<file path="src/rtl/lcb_pkg.sv">
package lcb_pkg;
  typedef enum logic [1:0] {
    ACT_DEC = 2'd0,
    ACT_INC = 2'd1,
    ACT_TST = 2'd2,
    ACT_RSV = 2'd3
  } lcb_act_e;

  localparam logic [2:0] SEL_A  = 3'd0;
  localparam logic [2:0] SEL_B  = 3'd1;
  localparam logic [2:0] SEL_D  = 3'd2;
  localparam logic [2:0] SEL_X  = 3'd3;
  localparam logic [2:0] SEL_Y  = 3'd4;
  localparam logic [2:0] SEL_SP = 3'd5;

  function automatic logic sel_is_narrow(input logic [2:0] s);
    return (s == SEL_A) || (s == SEL_B);
  endfunction

  function automatic logic sel_is_legal(input logic [2:0] s);
    return s <= SEL_SP;
  endfunction
endpackage

</file>
<file path="src/rtl/lcb_step.sv">
module lcb_step #(
  parameter int W_WIDE   = 16,
  parameter int W_NARROW = 8
) (
  input  logic [W_WIDE-1:0] cnt_i,
  input  logic              narrow_i,
  input  logic [1:0]        act_i,
  output logic [W_WIDE-1:0] result_o,
  output logic              modify_o
);
  import lcb_pkg::*;

  localparam int PAD_W = W_WIDE - W_NARROW;
  localparam logic [W_WIDE-1:0] NARROW_MASK = {{PAD_W{1'b0}}, {W_NARROW{1'b1}}};

  logic [W_WIDE-1:0] adj;
  logic [W_WIDE-1:0] mask;

  always_comb begin
    case (act_i)
      ACT_DEC: adj = cnt_i - 1'b1;
      ACT_INC: adj = cnt_i + 1'b1;
      default: adj = cnt_i;
    endcase
  end

  assign mask     = narrow_i ? NARROW_MASK : {W_WIDE{1'b1}};
  assign result_o = adj & mask;
  assign modify_o = (act_i == ACT_DEC) || (act_i == ACT_INC);
endmodule

</file>
<file path="src/rtl/lcb_target.sv">
module lcb_target #(
  parameter int PC_W   = 16,
  parameter int DISP_W = 9
) (
  input  logic [PC_W-1:0]   pc_next_i,
  input  logic [DISP_W-1:0] disp_i,
  input  logic              take_i,
  output logic [PC_W-1:0]   pc_o
);
  localparam int EXT_W = PC_W - DISP_W;

  logic [PC_W-1:0] disp_ext;

  assign disp_ext = {{EXT_W{disp_i[DISP_W-1]}}, disp_i};
  assign pc_o     = take_i ? (pc_next_i + disp_ext) : pc_next_i;
endmodule

</file>
<file path="src/rtl/loopctr_branch_unit.sv">
module loopctr_branch_unit #(
  parameter int DATA_W = 16,
  parameter int BYTE_W = 8,
  parameter int DISP_W = 9,
  parameter int PC_W   = 16
) (
  input  logic              clk,
  input  logic              rst,
  input  logic              valid_i,
  input  logic [2:0]        sel_i,
  input  logic [1:0]        act_i,
  input  logic              on_zero_i,
  input  logic [DATA_W-1:0] count_i,
  input  logic [DISP_W-1:0] disp_i,
  input  logic [PC_W-1:0]   pc_next_i,
  output logic              done_o,
  output logic [DATA_W-1:0] count_o,
  output logic              count_we_o,
  output logic              taken_o,
  output logic [PC_W-1:0]   pc_o
);
  import lcb_pkg::*;

  localparam int EXT_W = PC_W - DISP_W;

  logic              narrow;
  logic              legal;
  logic [DATA_W-1:0] step_val;
  logic              step_mod;
  logic              is_zero;
  logic              take;
  logic [PC_W-1:0]   pc_calc;

  assign narrow = sel_is_narrow(sel_i);
  assign legal  = sel_is_legal(sel_i);

  lcb_step #(.W_WIDE(DATA_W), .W_NARROW(BYTE_W)) u_step (
    .cnt_i    (count_i),
    .narrow_i (narrow),
    .act_i    (act_i),
    .result_o (step_val),
    .modify_o (step_mod)
  );

  assign is_zero = (step_val == '0);
  assign take    = legal && (on_zero_i ? is_zero : !is_zero);

  lcb_target #(.PC_W(PC_W), .DISP_W(DISP_W)) u_target (
    .pc_next_i (pc_next_i),
    .disp_i    (disp_i),
    .take_i    (take),
    .pc_o      (pc_calc)
  );

  always_ff @(posedge clk) begin
    if (rst) begin
      done_o     <= 1'b0;
      count_o    <= '0;
      count_we_o <= 1'b0;
      taken_o    <= 1'b0;
      pc_o       <= '0;
    end else begin
      done_o <= valid_i;
      if (valid_i) begin
        count_o    <= legal ? step_val : '0;
        count_we_o <= legal && step_mod;
        taken_o    <= take;
        pc_o       <= pc_calc;
      end else begin
        count_we_o <= 1'b0;
        taken_o    <= 1'b0;
      end
    end
  end


  we_needs_done_chk: assert property (@(posedge clk) disable iff (rst)
    count_we_o |-> done_o);


  taken_needs_done_chk: assert property (@(posedge clk) disable iff (rst)
    taken_o |-> done_o);


  taken_pc_chk: assert property (@(posedge clk) disable iff (rst)
    taken_o |-> (pc_o == $past(pc_next_i) +
                 {{EXT_W{$past(disp_i[DISP_W-1])}}, $past(disp_i)}));


  fallthru_pc_chk: assert property (@(posedge clk) disable iff (rst)
    (done_o && !taken_o) |-> (pc_o == $past(pc_next_i)));


  test_no_write_chk: assert property (@(posedge clk) disable iff (rst)
    (done_o && $past(act_i[1])) |-> !count_we_o);


  narrow_upper_chk: assert property (@(posedge clk) disable iff (rst)
    (done_o && $past(sel_i) <= SEL_B) |-> (count_o[DATA_W-1:BYTE_W] == '0));


  illegal_idle_chk: assert property (@(posedge clk) disable iff (rst)
    (done_o && $past(sel_i) > SEL_SP) |-> (!count_we_o && !taken_o));
endmodule

</file>
<file path="config.mk">
export PLATFORM = sky130hd
export DESIGN_NAME = loopctr_branch_unit
export DESIGN_NICKNAME = d
export VERILOG_FILES = /design/src/rtl/lcb_pkg.sv /design/src/rtl/lcb_step.sv /design/src/rtl/lcb_target.sv /design/src/rtl/loopctr_branch_unit.sv
export SDC_FILE = /design/constraint.sdc
export NUM_CORES = 1
export LEC_CHECK = 0
export BUFFER_PORTS_ARGS = -buffer_cell sky130_fd_sc_hd__buf_2
export CELL_PAD_IN_SITES_DETAIL_PLACEMENT = 0
export CELL_PAD_IN_SITES_GLOBAL_PLACEMENT = 1
export CORE_UTILIZATION = 36
export CTS_BUF_LIST = sky130_fd_sc_hd__clkbuf_2
export DETAILED_ROUTE_END_ITERATION = 7
export HOLD_SLACK_MARGIN = 0.06
export MAX_ROUTING_LAYER = met4
export PLACE_DENSITY_LB_ADDON = 0.1
export SLEW_MARGIN = 5
export SYNTH_ARGS = -nofsm -noshare
export SYNTH_HDL_FRONTEND = slang
export SYNTH_SLANG_ARGS = --single-unit
</file>
<file path="constraint.sdc">
create_clock -name clk -period 3.9 [get_ports clk]
set_input_delay 0.39 -clock clk [delete_from_list [all_inputs] [get_ports clk]]
set_output_delay 0.39 -clock clk [all_outputs]
set_load 0.02 [all_outputs]
</file>
# Word level (Yosys, flattened, before mapping)
# Cells that the tools add are included.
# totals
ff_bits	35
inputBits	50
wordCells	27
# op_classes
n_addsub	3
magnitude_cmp	1
n_eq_ne	2
n_mux	5
bitwise	2
reduce_logical	9
# ops
cell	count
two-way mux 16 bit	3
case mux 16 bit (2 select lines)	1
adder 16 x 1 -> 16 bit (second input constant)	1
adder 16 bit	1
bitwise AND 16 bit	1
zero test 16 bit	1
subtractor 16 x 1 -> 16 bit (second input constant)	1
== test 3 x 1 -> 1 bit (second input constant)	1
<= comparator 3 bit (second input constant)	1
zero test 3 bit	1
== test 2 x 1 -> 1 bit (second input constant)	1
logical AND 1 bit	2
zero test 2 bit	1
logical OR 1 bit	2
OR reduction 2 bit	1
zero test 1 bit	1
two-way mux 1 bit	1
inverter 1 bit	1

# Longest topological paths before layout
# Gate-level depths: netlist of run 1.
# depth
ltp_word	9
ltp_mapped	17

# Hierarchy
# A second synthesis of run 1 with hierarchy kept.
# hier_totals
cells_unflattened	417
hier_area_um2	3342.0
# by_module_without_submodules
mod	n_inst	cells_per_inst	area_per_inst_um2
loopctr_branch_unit	1	141	1340.0
lcb_step	1	143	1011.0
lcb_target	1	133	991.0

# Least setup slack after synthesis of run 1
# Ideal clock, no wire load.
# synth_timing
path_kind	input to register
start	in act_i[1]
end	reg pc_o[1]
t_arrival_ps	4195
setup_slack_ps	-381
stages	16
n_path_buf	3
path_cell_list	buf_2 > buf_1 > nor2b_1 > inv_1 > ha_1 > clkbuf_1 > or2_2 > a21oi_2 > a211oi_1 > or3_1 > nand4_1 > nand4_1 > a2111o_1 > o221ai_2 > mux2_2 > a211oi_1
# synth_via
elab_chain_len	8
elab_cells_between_ends	9
# synth_rtl
item	line	rtl
from (decl)	loopctr_branch_unit.sv:11	input logic [1:0] act_i,
== test 2 x 1 -> 1 bit / zero test 2 bit (equally long branches)	lcb_step.sv:20	case (act_i)
case mux 16 bit (2 select lines) *	lcb_step.sv:20	
bitwise AND 16 bit *	lcb_step.sv:28	assign result_o = adj & mask;
zero test 16 bit *	loopctr_branch_unit.sv:45	assign is_zero = (step_val == '0);
zero test 1 bit	loopctr_branch_unit.sv:46	assign take = legal && (on_zero_i ? is_zero : !is_zero);
two-way mux 1 bit *	loopctr_branch_unit.sv:46	
logical AND 1 bit *	loopctr_branch_unit.sv:46	
two-way mux 16 bit *	lcb_target.sv:15	assign pc_o = take_i ? (pc_next_i + disp_ext) : pc_next_i;
to (signal assigned)	loopctr_branch_unit.sv:68	pc_o <= pc_calc;
to (decl)	loopctr_branch_unit.sv:20	output logic [PC_W-1:0] pc_o
# Mark *: on every way between the ends. The rest lies on a longest branch, timed or not.
# A chain may end at the register's enable or synchronous reset.

# Worst setup path after layout of run 1
# Same ends and word-level chain as after synthesis.

==> results of run 1 <==
==> synth_stat cells (all sizes together) (2+ instances only) <==
cell	count
a211oi	15
fa	2
a31oi	4
nor3	6
or2	2
o21ai	23
clkbuf	10
a221oi	4
nor3b	3
ha	31
o31ai	3
xnor2	11
o211ai	4
a22oi	4
nand4	4
a22o	3
and3	7
o311ai	6
mux2i	11
dfxtp	35
nor4	4
or3	8
a31o	3
a21oi	28
a32o	2
nand3	13
o21bai	2
nor2b	4
a21o	9
nor4b	2
nand2b	7
nor2	35
xor2	10
o21a	2
a41oi	2
inv	17
buf	6
a2111oi	3
nand2	39
==> registers in the layout (all words and copies together), names as in the netlist <==
| name | flops |
|---|---|
| done_o | 1 |
| taken_o | 1 |
| count_we_o | 1 |
| pc_o | 16 |
| count_o | 16 |
==> kinds of logic (layout without fill, tap and decap cells) <==
logic type,Yosys count,in the layout
AO/OA/AOI/OAI,127,127
XOR/XNOR,21,21
adder cells (fa/ha/maj),33,33
buffers and inverters,34,157
flip-flops,35,35
multiplexers,12,12
AND/OR/NAND/NOR,135,135
==> per-stage QoR <==
stage	setup slack, ns	std cells	cell area, µm²	setup TNS (ns)	utilization
floorplan	0.0253	397	3160	0	-
global placement	-0.243	616	4000	-1.98	0.481
detailed placement	-0.269	616	4000	-2.46	0.481
CTS	0.154	624	4040	0	0.487
global route	-0.00254	625	4070	-0.00254	0.491
finish	0.140	625	4070	0	0.491
==> timing repair <==
item,CTS,global route
setup buffers,0,1
resized for setup,0,7
endpoints found under the setup margin,0,8
==> area by class of cell <==
cell class | count | area share
tap | 105 | 0.0323
clock buffer | 6 | 0.00738
clock inverter | 2 | 0.00307
sequential | 35 | 0.172
multi-input combinational | 328 | 0.571
inverter | 18 | 0.0178
timing repair buffer | 131 | 0.197
==> critical path: cells and delay by family <==
family	cells	cell delay, ns
muxes	1	0.30
adders and majority gates	1	0.39
AOI/OAI and AO/OA	8	2.06
buffers and inverters	3	0.39
and+or+nand+nor	2	0.53
==> metal layers <==
| metal | up-vias | routed length (µm) | share of wire | global-route usage |
|---|---|---|---|---|
| met5 | - | 0 | 0 | - |
| li1 | 1729 | - | - | - |
| met1 | 1587 | 4030 | 0.43 | 0.256 |
| met2 | 67 | 4850 | 0.52 | 0.403 |
| met3 | 10 | 319 | 0.034 | 0.0239 |
| met4 | 0 | 131 | 0.014 | 0.0568 |
==> power by group through the flow <==
stage | Combinational, mW | Sequential, mW | Clock (mW)
floorplan | 0.298 | 0.439 | 0
global placement | 0.526 | 0.406 | 0
detailed placement | 0.531 | 0.407 | 0
CTS | 0.534 | 0.399 | 0.183
global route | 0.597 | 0.403 | 0.199
finish | 0.538 | 0.399 | 0.175
==> worst max-delay path by stage <==
stage | startpoint | end | slack, ns | cells after the start
CTS | act_i[1] | pc_o[1] | 0.15 | 15
detailed placement | act_i[1] | pc_o[1] | -0.27 | 15
finish | act_i[1] | pc_o[1] | 0.14 | 15
floorplan | act_i[1] | pc_o[1] | 0.03 | 15
global placement | act_i[1] | pc_o[1] | -0.24 | 15
global route | act_i[1] | pc_o[1] | -0.003 | 15
==> metrics.md, run 1 <==
| Metric | Value |
|---|---|
| Run status | `finished clean` |
| Flop2flop setup slack | `3.17 ns` |
| Root Buffer | `sky130_fd_sc_hd__clkbuf_2` |
| DP HPWL | `7.55 mm` |
| Net total in the final layout | `602` |
| Final weighted congestion in routability-driven placement | `0.839` |
| Final critical-path required period | `3.76 ns` |
| Mean routed wirelength per cell | `14.9 µm` |
| Via count of the first global-routing pass | `3279` |
| First-pass GRT wire length | `15.2 mm` |
| Hold Path End | `pc_o[13]` |
| Via density per instance | `5.43` |
| Synth top area share | `0.225` |
| Lkg Pwr | `1.93 nW` |
| Via Count | `3393` |
| Total number of yosys warnings | `0` |
| Post-Synthesis Mean Instance Area | `7.85 µm²` |
| Area of the mapped netlist | `3120 µm²` |
| Path type of the worst min-delay path | `in -> reg` |
| TritonCTS Sinks | `35` |
| Number of enable flip-flop cells after synthesis | `0` |
| Global Route Usage Sum | `0.221` |
| Clock latency on the worst-skew pair | `0.37 ns` |
| Antenna violations before repair | `0` |
| Area occupied by multi-input gates | `2320 µm²` |
| Leading cell type in the layout, fill and taps excluded | `sky130_fd_sc_hd__buf_2` |
| Number of nets in the synthesized netlist | `480` |
| Starting density of the core | `0.375` |
| Post-synthesis share of cell area spent on full adders, half adders and majority gates | `0.137` |
| Slowest stage cell on the critical path | `sky130_fd_sc_hd__a2111o_1` |
| Highest cell delay on the worst timing path | `0.46 ns` |
| Final Max Slew Viols | `0` |
| Worst hold path stage count | `3` |
| Placement row count | `33` |
| Initial detailed-routing violation count | `148` |
| Layout cell share with drive strength beyond 1 | `0.300` |
| Fill count | `887` |
| Clock tree from TritonCTS | `done` |
| Library cells used by synthesis | `58` |
| Most frequent cells in the layout | `sky130_fd_sc_hd__buf_2 (83), sky130_fd_sc_hd__buf_4 (46), sky130_fd_sc_hd__nand2_1 (39)` |
| Slew margin rel. | `0.581` |
| CTS buffer count | `5` |
| CTS Hold Buffers Added | `0` |
| Share of the cycle needed by the critical path after routing | `0.964` |
| Core Footprint | `8300 µm²` |
| Gr ovfl total | `0` |
| DRC violation count after routing | `0` |
| Part of the power in registers | `0.359` |
| Cell chain of the critical path | `buf_2, nor2b_4, inv_6, fa_2, a211oi_2, o21bai_1, a2111oi_2, a221oi_2, nor4_1, o2111ai_1, a2111o_1, o221ai_2, buf_12, mux2_4, a211oi_1` |
| Chip Width | `95.0 µm` |
| Maximum number of pins on one net before global-route repair | `39` |
| Worst hold slack across all endpoints | `0.255 ns` |
| Relative contribution of the clock network to total power | `0.158` |
| Total number of H-tree levels | `2` |
| Combinational family with the most area after synthesis | `compound AO/OA/AOI/OAI gates` |
| Required time reported for the critical path endpoint | `4.21 ns` |
| Worst setup skew after layout | `0 ns` |
| Register bit total from synthesis | `35` |
| Count of buffers from port buffering | `83` |
| Total of endpoints with negative setup slack in the final report | `0` |
| Path type of the worst setup path | `in -> reg` |
| Die height | `95.0 µm` |
| Flip-flop cell with the highest count after synthesis | `sky130_fd_sc_hd__dfxtp_1` |
| Int Power | `0.676 mW` |
| Reg2reg path depth | `2` |
| Number of standard cells after synthesis | `397` |
| Net switching power figure | `0.437 mW` |
| Beginning of the worst register-to-register path | `pc_o[15]` |
| Slew at the pin closest to its max-slew limit | `0.627 ns` |
| Share of the yosys chip area belonging to registers | `0.225` |
| Post-synthesis mux area share | `0.0390` |
| Startpoint type of the worst setup path | `input pin` |
| Final Routed Wirelength | `9.33 mm` |
| Peak supply drop | `0.000192 V` |
| Flip-flop and latch area | `701 µm²` |
| Total power | `1.11 mW` |
| Xor and xnor fraction of the mapped netlist area | `0.0590` |
| Hold path startpoint | `pc_next_i[13]` |
| Async SR Flop Fraction | `0` |
| Clock input transition at the sequential cells of the worst setup and hold paths | `0.21 ns` |
| Total die area | `9030 µm²` |
| Maximum Capacitance Violations | `0` |
| Antenna-violating nets left | `0` |
| Power density cells | `273 nW/µm²` |
| Arrival time worst endpoint | `4.07 ns` |
| Top cell type by total area after synthesis | `sky130_fd_sc_hd__dfxtp_1` |
| First-pass detailed-route iteration total | `4` |
| Reg2Reg Capture Point | `pc_o[15]` |
| Area growth syn-to-layout | `30.7%` |
| Worst Setup End Kind | `flop` |
| Power share of the combinational group | `0.484` |
| I/O pin cnt | `85` |
| Final Hold Violating Endpoints | `0` |
| Largest cells by area after synthesis | `sky130_fd_sc_hd__dfxtp_1 (22%), sky130_fd_sc_hd__ha_1 (12%), sky130_fd_sc_hd__nand2_1 (4.7%)` |
| Share of the synthesized area in compound gates (AO/OA/AOI/OAI) | `0.286` |
| FMAX | `0.266 GHz` |
| Antenna diodes | `0` |
| Basic-gate share of the synthesized area counting and, or, nand and nor cells | `0.208` |
| Switching part of the total power | `0.393` |
| Critical path peak fanout | `10` |
| CTS max path bufs | `2` |
Note: power is estimated with default switching activity, not from simulation.
==> run 2: changes to the inputs <==
- CELL_PAD_IN_SITES_DETAIL_PLACEMENT: 0 -> not set
- CELL_PAD_IN_SITES_GLOBAL_PLACEMENT: 1 -> not set
- CORE_UTILIZATION: 36 -> 50
- PLACE_DENSITY: not set -> 0.8
- PLACE_DENSITY_LB_ADDON: 0.1 -> not set
==> run 2 against run 1 <==
Non-clock buffer count fell by 22. Cell count is 8.3% lower. Via count down 0.83%. Sequential power is essentially flat. Flip-flop and latch count unchanged. Critical path type unchanged. Largest cell class unchanged. Largest power group unchanged.
==> metrics.md, run 2 (synthesized netlist as in run 1, its figures left out) <==
| Metric | Value |
|---|---|
| Lkg Pwr | `1.82 nW (-5.6%)` |
| Buffers inserted during post-CTS setup optimization | `0 (unchanged)` |
| First-pass detailed-route iteration total | `5 (+1)` |
| Antenna-violating nets left | `0 (unchanged)` |
| Leading cell type in the layout, fill and taps excluded | `sky130_fd_sc_hd__buf_2` |
| Startpoint type of the worst setup path | `input pin` |
| Minimum setup slack after placement | `-0.175 ns (+0.0935 ns)` |
| FMAX | `0.274 GHz (+3.2%)` |
| I/O pin cnt | `85 (unchanged)` |
| Die height | `80.9 µm (-15%)` |
| Highest cell delay on the worst timing path | `0.42 ns (-0.04 ns)` |
| Reg2reg path depth | `2 (unchanged)` |
| First-pass GRT wire length | `14.0 mm (-8.1%)` |
| Setup WS post-layout | `0.256 ns (+0.116 ns)` |
| Area growth syn-to-layout | `23.9%` |
| Final Routed Wirelength | `8.51 mm (-8.8%)` |
| Arrival time worst endpoint | `3.93 ns (-0.14 ns)` |
| Final design area excluding fillers | `3860 µm² (-5.2%)` |
| Cell chain of the critical path | `buf_2, nor2b_4, inv_6, buf_4, ha_1, or2_2, a21oi_2, a211oi_1, or3_1, nand4_1, nand4_1, a2111o_1, o221ai_2, buf_4, mux2i_1, o21ai_0` |
| Worst hold path stage count | `3 (unchanged)` |
| Worst setup skew after layout | `0 ns (unchanged)` |
| CTS buffer count | `5 (unchanged)` |
| Placed cell area | `3790 µm² (-5.2%)` |
| Setup repair after global routing missed its margin | `true` |
| Starting density of the core | `0.523 (+0.148)` |
| Critical path peak fanout | `14 (+4)` |
| Net total in the final layout | `580 (-3.7%)` |
| Largest registers | `count_o x16, pc_o x16` |
| Instance count on the critical path | `16 (+1)` |
| Global Route Usage Sum | `0.281 (+0.0599)` |
| Worst Setup End Kind | `flop` |
| Fill count | `542 (-39%)` |
| Count of buffers from port buffering | `83 (unchanged)` |
| Chip Width | `80.9 µm (-15%)` |
| Final TNS setup | `0 ns (unchanged)` |
| Initial detailed-routing violation count | `196 (+32%)` |
| Final weighted congestion in routability-driven placement | `0.920 (+9.6%)` |
| Final Hold Violating Endpoints | `0 (unchanged)` |
| Slew at the pin closest to its max-slew limit | `1.24 ns (+0.613 ns)` |
| Antenna violations before repair | `0 (unchanged)` |
| Power density cells | `293 nW/µm² (+7.4%)` |
| Clock input transition at the sequential cells of the worst setup and hold paths | `0.18 ns (-0.03 ns)` |
| Via Count | `3365 (-0.83%)` |
| Non-filler instance count after layout | `573 (-8.3%)` |
| CTS max path bufs | `2 (unchanged)` |
| Maximum number of pins on one net before global-route repair | `39 (unchanged)` |
| Most frequent cells in the layout | `sky130_fd_sc_hd__buf_2 (83), sky130_fd_sc_hd__nand2_1 (39), sky130_fd_sc_hd__nor2_1 (35), sky130_fd_sc_hd__dfxtp_1 (35), sky130_fd_sc_hd__ha_1 (30)` |
| CTS Hold Buffers Added | `0 (unchanged)` |
| Clock tree from TritonCTS | `done` |
| Buffers & Inverters on Critical Path | `4 (+1)` |
| Final Max Slew Viols | `0 (unchanged)` |
| Path type of the worst min-delay path | `in -> reg` |
| Clock latency on the worst-skew pair | `0.38 ns (about the same)` |
| Peak supply drop | `0.000237 V (+24%)` |
| Total die area | `6550 µm² (-27%)` |
| Gr ovfl total | `0 (unchanged)` |
| Slowest stage cell on the critical path | `sky130_fd_sc_hd__a2111o_1` |
| Required time reported for the critical path endpoint | `4.19 ns (-0.02 ns)` |
| Number of instances resized during post-cts repair | `0 (unchanged)` |
| Run status | `finished clean` |
| DP HPWL | `6.87 mm (-9.1%)` |
| Total power | `1.13 mW (+1.8%)` |
| Total number of H-tree levels | `2 (unchanged)` |
| Via count of the first global-routing pass | `3182 (-3.0%)` |
| Cell total after placement | `565 (-8.3%)` |
| TritonCTS Sinks | `35 (unchanged)` |
| Maximum Capacitance Violations | `0 (unchanged)` |
| Layout cell share with drive strength beyond 1 | `0.263 (-0.0369)` |
| Share of the cycle needed by the critical path after routing | `0.934 (-0.0297)` |
| Worst hold slack across all endpoints | `0.266 ns (+0.0108 ns)` |
| Placement row count | `28 (-15%)` |
| CP delay by family, top | `compound AO/OA/AOI/OAI gates` |
| Slew margin rel. | `0.170 (-0.410)` |
| Antenna diodes | `0 (unchanged)` |
| Root Buffer | `sky130_fd_sc_hd__clkbuf_2` |
| Path type of the worst setup path | `in -> reg` |
| Via density per instance | `5.87 (+8.2%)` |
| Core Footprint | `5960 µm² (-28%)` |
| Final critical-path required period | `3.64 ns (-0.116 ns)` |
| Final core utilization | `0.648 (+0.158)` |
| Total of endpoints with negative setup slack in the final report | `0 (unchanged)` |
| DRC violation count after routing | `0 (unchanged)` |
| Mean routed wirelength per cell | `14.8 µm (-0.54%)` |
[run 2: layer usage]
layer / GRT usage / up-vias / wire, µm
li1: - / 1692 / -
met2: 0.485 / 98 / 4200
met3: 0.0404 / 18 / 395
met5: - / - / 0
met4: 0.116 / 0 / 210
met1: 0.323 / 1557 / 3700
[run 2: worst register-to-register path, delay by kind of cell (launching register included)]
kind	cells	cell delay (ns)
flops	1	0.37
compound gates	1	0.23
simple gates	1	0.04
[run 2: area by class of cell]
| type | instances | area, µm² | share of cell area |
|---|---|---|---|
| flip-flops and latches | 35 | 701 | 0.182 |
| inverters | 18 | 72.6 | 0.0188 |
| clock inverters | 3 | 38.8 | 0.0100 |
| repair buffers | 109 | 623 | 0.161 |
| clock buffers | 5 | 25.0 | 0.00648 |
| well taps | 75 | 93.8 | 0.0243 |
| multi-input cells | 328 | 2310 | 0.597 |
[run 2: worst paths after layout]
check / start / end / slack, ns
max reg2reg: pc_o[15] / pc_o[15] / 3.19
min reg2reg: count_o[1] / count_o[1] / 0.47
min: pc_next_i[7] / pc_o[7] / 0.27
max: act_i[1] / pc_o[11] / 0.26
[run 2: power breakdown]
group	switching, mW	total [mW]	internal [mW]
Sequential	0.0139	0.399	0.385
Combinational	0.284	0.502	0.218
Clock	0.126	0.231	0.105
==> run 3: changes to the inputs <==
- BUFFER_PORTS_ARGS: -buffer_cell sky130_fd_sc_hd__buf_2 -> not set
- DONT_BUFFER_PORTS: not set -> 1
- PLACE_DENSITY: 0.8 -> 0.68
- SETUP_SLACK_MARGIN: not set -> 0.05
==> run 3 against run 2 <==
Clock power is 32% lower. Largest power group is now registers. Design area fell by 12%. Fmax increased by 0.38%. Critical path type unchanged. Die area unchanged. Via count is 11% lower. Global-route usage decreased by 1.9 points. Non-clock buffer count down 88. Highest routed layer unchanged.
==> metrics.md, run 3 (synthesized netlist as in run 1, its figures left out) <==
| Metric | Value |
|---|---|
| Run status | `finished clean` |
| Setup repair after global routing missed its margin | `true` |
| Final critical-path required period | `3.63 ns (-0.0139 ns)` |
| Final Max Slew Viols | `0 (unchanged)` |
| Relative contribution of the clock network to total power | `0.161 (-0.043)` |
| Cell total after placement | `472 (-16%)` |
| DRC violation count after routing | `0 (unchanged)` |
| I/O pin cnt | `85 (unchanged)` |
| Switching part of the total power | `0.386 (+0.0120)` |
| Power share of the combinational group | `0.391 (-0.052)` |
| Via density per instance | `6.20 (+5.7%)` |
| Clock latency on the worst-skew pair | `0.37 ns (about the same)` |
| Hold path startpoint | `pc_next_i[13]` |
| Total number of H-tree levels | `2 (unchanged)` |
| Net switching power figure | `0.376 mW (-11%)` |
| Worst Setup End Kind | `flop` |
| Layout cell share with drive strength beyond 1 | `0.0880 (-0.175)` |
| Final Routed Wirelength | `8.14 mm (-4.3%)` |
| Via count of the first global-routing pass | `2881 (-9.5%)` |
| Library cell appearing most often on the critical path | `sky130_fd_sc_hd__o21ai_0` |
| Startpoint type of the worst setup path | `input pin` |
| Hold Path End | `pc_o[13]` |
| Highest cell delay on the worst timing path | `0.44 ns (+0.02 ns)` |
| Starting density of the core | `0.523 (unchanged)` |
| Required time reported for the critical path endpoint | `4.15 ns (-0.04 ns)` |
| Slowest stage cell on the critical path | `sky130_fd_sc_hd__a2111o_1` |
| Count of buffers from port buffering | `0 (-100%)` |
| TritonCTS Sinks | `35 (unchanged)` |
| Total die area | `6550 µm² (unchanged)` |
| Area growth syn-to-layout | `8.67%` |
| Maximum Capacitance Violations | `0 (unchanged)` |
| Leading cell type in the layout, fill and taps excluded | `sky130_fd_sc_hd__nand2_1` |
| Clock input transition at the sequential cells of the worst setup and hold paths | `0.18 ns (about the same)` |
| Beginning of the worst register-to-register path | `pc_o[15]` |
| Path type of the worst setup path | `in -> reg` |
| Antenna violations before repair | `0 (unchanged)` |
| Part of the power in registers | `0.449 (+0.097)` |
| Die height | `80.9 µm (unchanged)` |
| Antenna-violating nets left | `0 (unchanged)` |
| Lkg Pwr | `1.41 nW (-22%)` |
| Total of endpoints with negative setup slack in the final report | `0 (unchanged)` |
| Clock tree from TritonCTS | `done` |
| Maximum number of pins on one net before global-route repair | `40 (+2.6%)` |
| Flop2flop setup slack | `3.03 ns (-0.16 ns)` |
| Number of instances resized during post-cts repair | `0 (unchanged)` |
| Via Count | `3003 (-11%)` |
| Global Route Usage Sum | `0.261 (-0.0195)` |
| Antenna diodes | `0 (unchanged)` |
| Critical path peak fanout | `19 (+5)` |
| Final weighted congestion in routability-driven placement | `0.872 (-5.3%)` |
| Non-filler instance count after layout | `484 (-16%)` |
| Path type of the worst min-delay path | `in -> reg` |
| Largest registers | `count_o x16, pc_o x16` |
| Arrival time worst endpoint | `3.88 ns (-0.05 ns)` |
| Gr ovfl total | `0 (unchanged)` |
| Int Power | `0.599 mW (-16%)` |
| Core Footprint | `5960 µm² (unchanged)` |
| Most frequent cells in the layout | `sky130_fd_sc_hd__nand2_1 (39), sky130_fd_sc_hd__nor2_1 (35), sky130_fd_sc_hd__dfxtp_1 (35)` |
| Power density cells | `288 nW/µm² (-1.8%)` |
| Reg2Reg Capture Point | `pc_o[15]` |
| Share of the cycle needed by the critical path after routing | `0.931 (-0.00357)` |
| Worst hold path stage count | `2 (-1)` |
| First-pass GRT wire length | `13.0 mm (-6.7%)` |
| First-pass detailed-route iteration total | `5 (unchanged)` |
| Root Buffer | `sky130_fd_sc_hd__clkbuf_2` |
| Mean routed wirelength per cell | `16.8 µm (+13%)` |
| Chip Width | `80.9 µm (unchanged)` |
| Placement row count | `28 (unchanged)` |
| Slew at the pin closest to its max-slew limit | `1.17 ns (-0.0742 ns)` |
| Cell chain of the critical path | `nor2b_4, inv_6, buf_4, ha_1, or2_2, a21oi_2, a211oi_1, o21a_1, o21ai_0, nand4_1, a2111o_1, o221ai_2, buf_12, mux2i_1, o21ai_0` |
| Final Hold Violating Endpoints | `0 (unchanged)` |
| CTS max path bufs | `2 (unchanged)` |
| CTS buffer count | `5 (unchanged)` |
| Slew margin rel. | `0.220 (+0.0497)` |
| Total power | `0.975 mW (-14%)` |
| Initial detailed-routing violation count | `103 (-47%)` |
| Final core utilization | `0.568 (-0.0796)` |
| Reg2reg path depth | `2 (unchanged)` |
| Worst setup skew after layout | `0 ns (unchanged)` |
| Final TNS setup | `0 ns (unchanged)` |
| Peak supply drop | `0.000159 V (-33%)` |
| FMAX | `0.275 GHz (+0.38%)` |
| DP HPWL | `6.39 mm (-6.9%)` |
| Net total in the final layout | `492 (-15%)` |
-- run 3: cell count changes in the layout (fill, tap and decap cells not counted), sizes merged --
cell,delta
dlygate4sd3,+5
bufinv,-1
buf,-93
-- run 3: layout make-up --
cell class | instances | area, µm²
Multi-Input combinational cell | 328 | 2300
Clock buffer | 5 | 25.0
Clock inverter | 2 | 8.76
Sequential cell | 35 | 701
Timing Repair Buffer | 21 | 183
Fill cell | 584 | 2570
Tap cell | 75 | 93.8
Inverter | 18 | 72.6
-- run 3: power groups by stage --
stage | registers, mW | clock network (mW) | logic, mW
after floorplan | 0.439 | 0 | 0.299
after global placement | 0.445 | 0 | 0.361
after detailed placement | 0.446 | 0 | 0.369
after CTS | 0.438 | 0.161 | 0.378
after global routing | 0.442 | 0.178 | 0.428
final | 0.438 | 0.157 | 0.381
-- run 3: metal layers --
metal	share of wire	vias up	global-route usage
li1	-	1514	-
met1	0.43	1396	0.298
met2	0.50	78	0.450
met3	0.056	15	0.0494
met4	0.021	0	0.100
met5	0	-	-
-- run 3: repair_timing --
| item | in CTS | in global routing |
|---|---|---|
| hold buffers | 4 | 1 |
| setup buffers | 0 | 0 |
| endpoints found under the hold margin | 15 | 3 |
| setup endpoints to repair | 0 | 1 |
-- run 3: worst max-delay path by stage --
stage / start / endpoint / slack [ns] / cells after the start
3_3_place_gp: act_i[0] / pc_o[9] / 0.008 / 14
5_1_grt: act_i[0] / pc_o[5] / 0.02 / 14
3_5_place_dp: act_i[0] / pc_o[5] / -0.09 / 15
4_1_cts: act_i[0] / pc_o[5] / 0.32 / 15
2_1_floorplan: act_i[1] / pc_o[1] / 0.05 / 15
6_report: act_i[0] / pc_o[5] / 0.27 / 15
-- run 3: worst max-delay path: cells and delay by family --
| family | cells | cell delay (ns) |
|---|---|---|
| compound gates | 7 | 1.78 |
| simple gates | 3 | 0.68 |
| buf+inv | 3 | 0.45 |
| fa+ha+maj | 1 | 0.36 |
| mux | 1 | 0.21 |
-- run 3: metrics by stage --
stage | area (µm²) | hold WS, ns | setup slack (ns)
after floorplan | 3160 | 0.537 | 0.0541
after global placement | 3300 | 0.463 | 0.00755
after detailed placement | 3300 | 0.464 | -0.0910
after CTS | 3380 | 0.0618 | 0.316
after global routing | 3390 | 0.131 | 0.0238
final | 3390 | 0.161 | 0.270
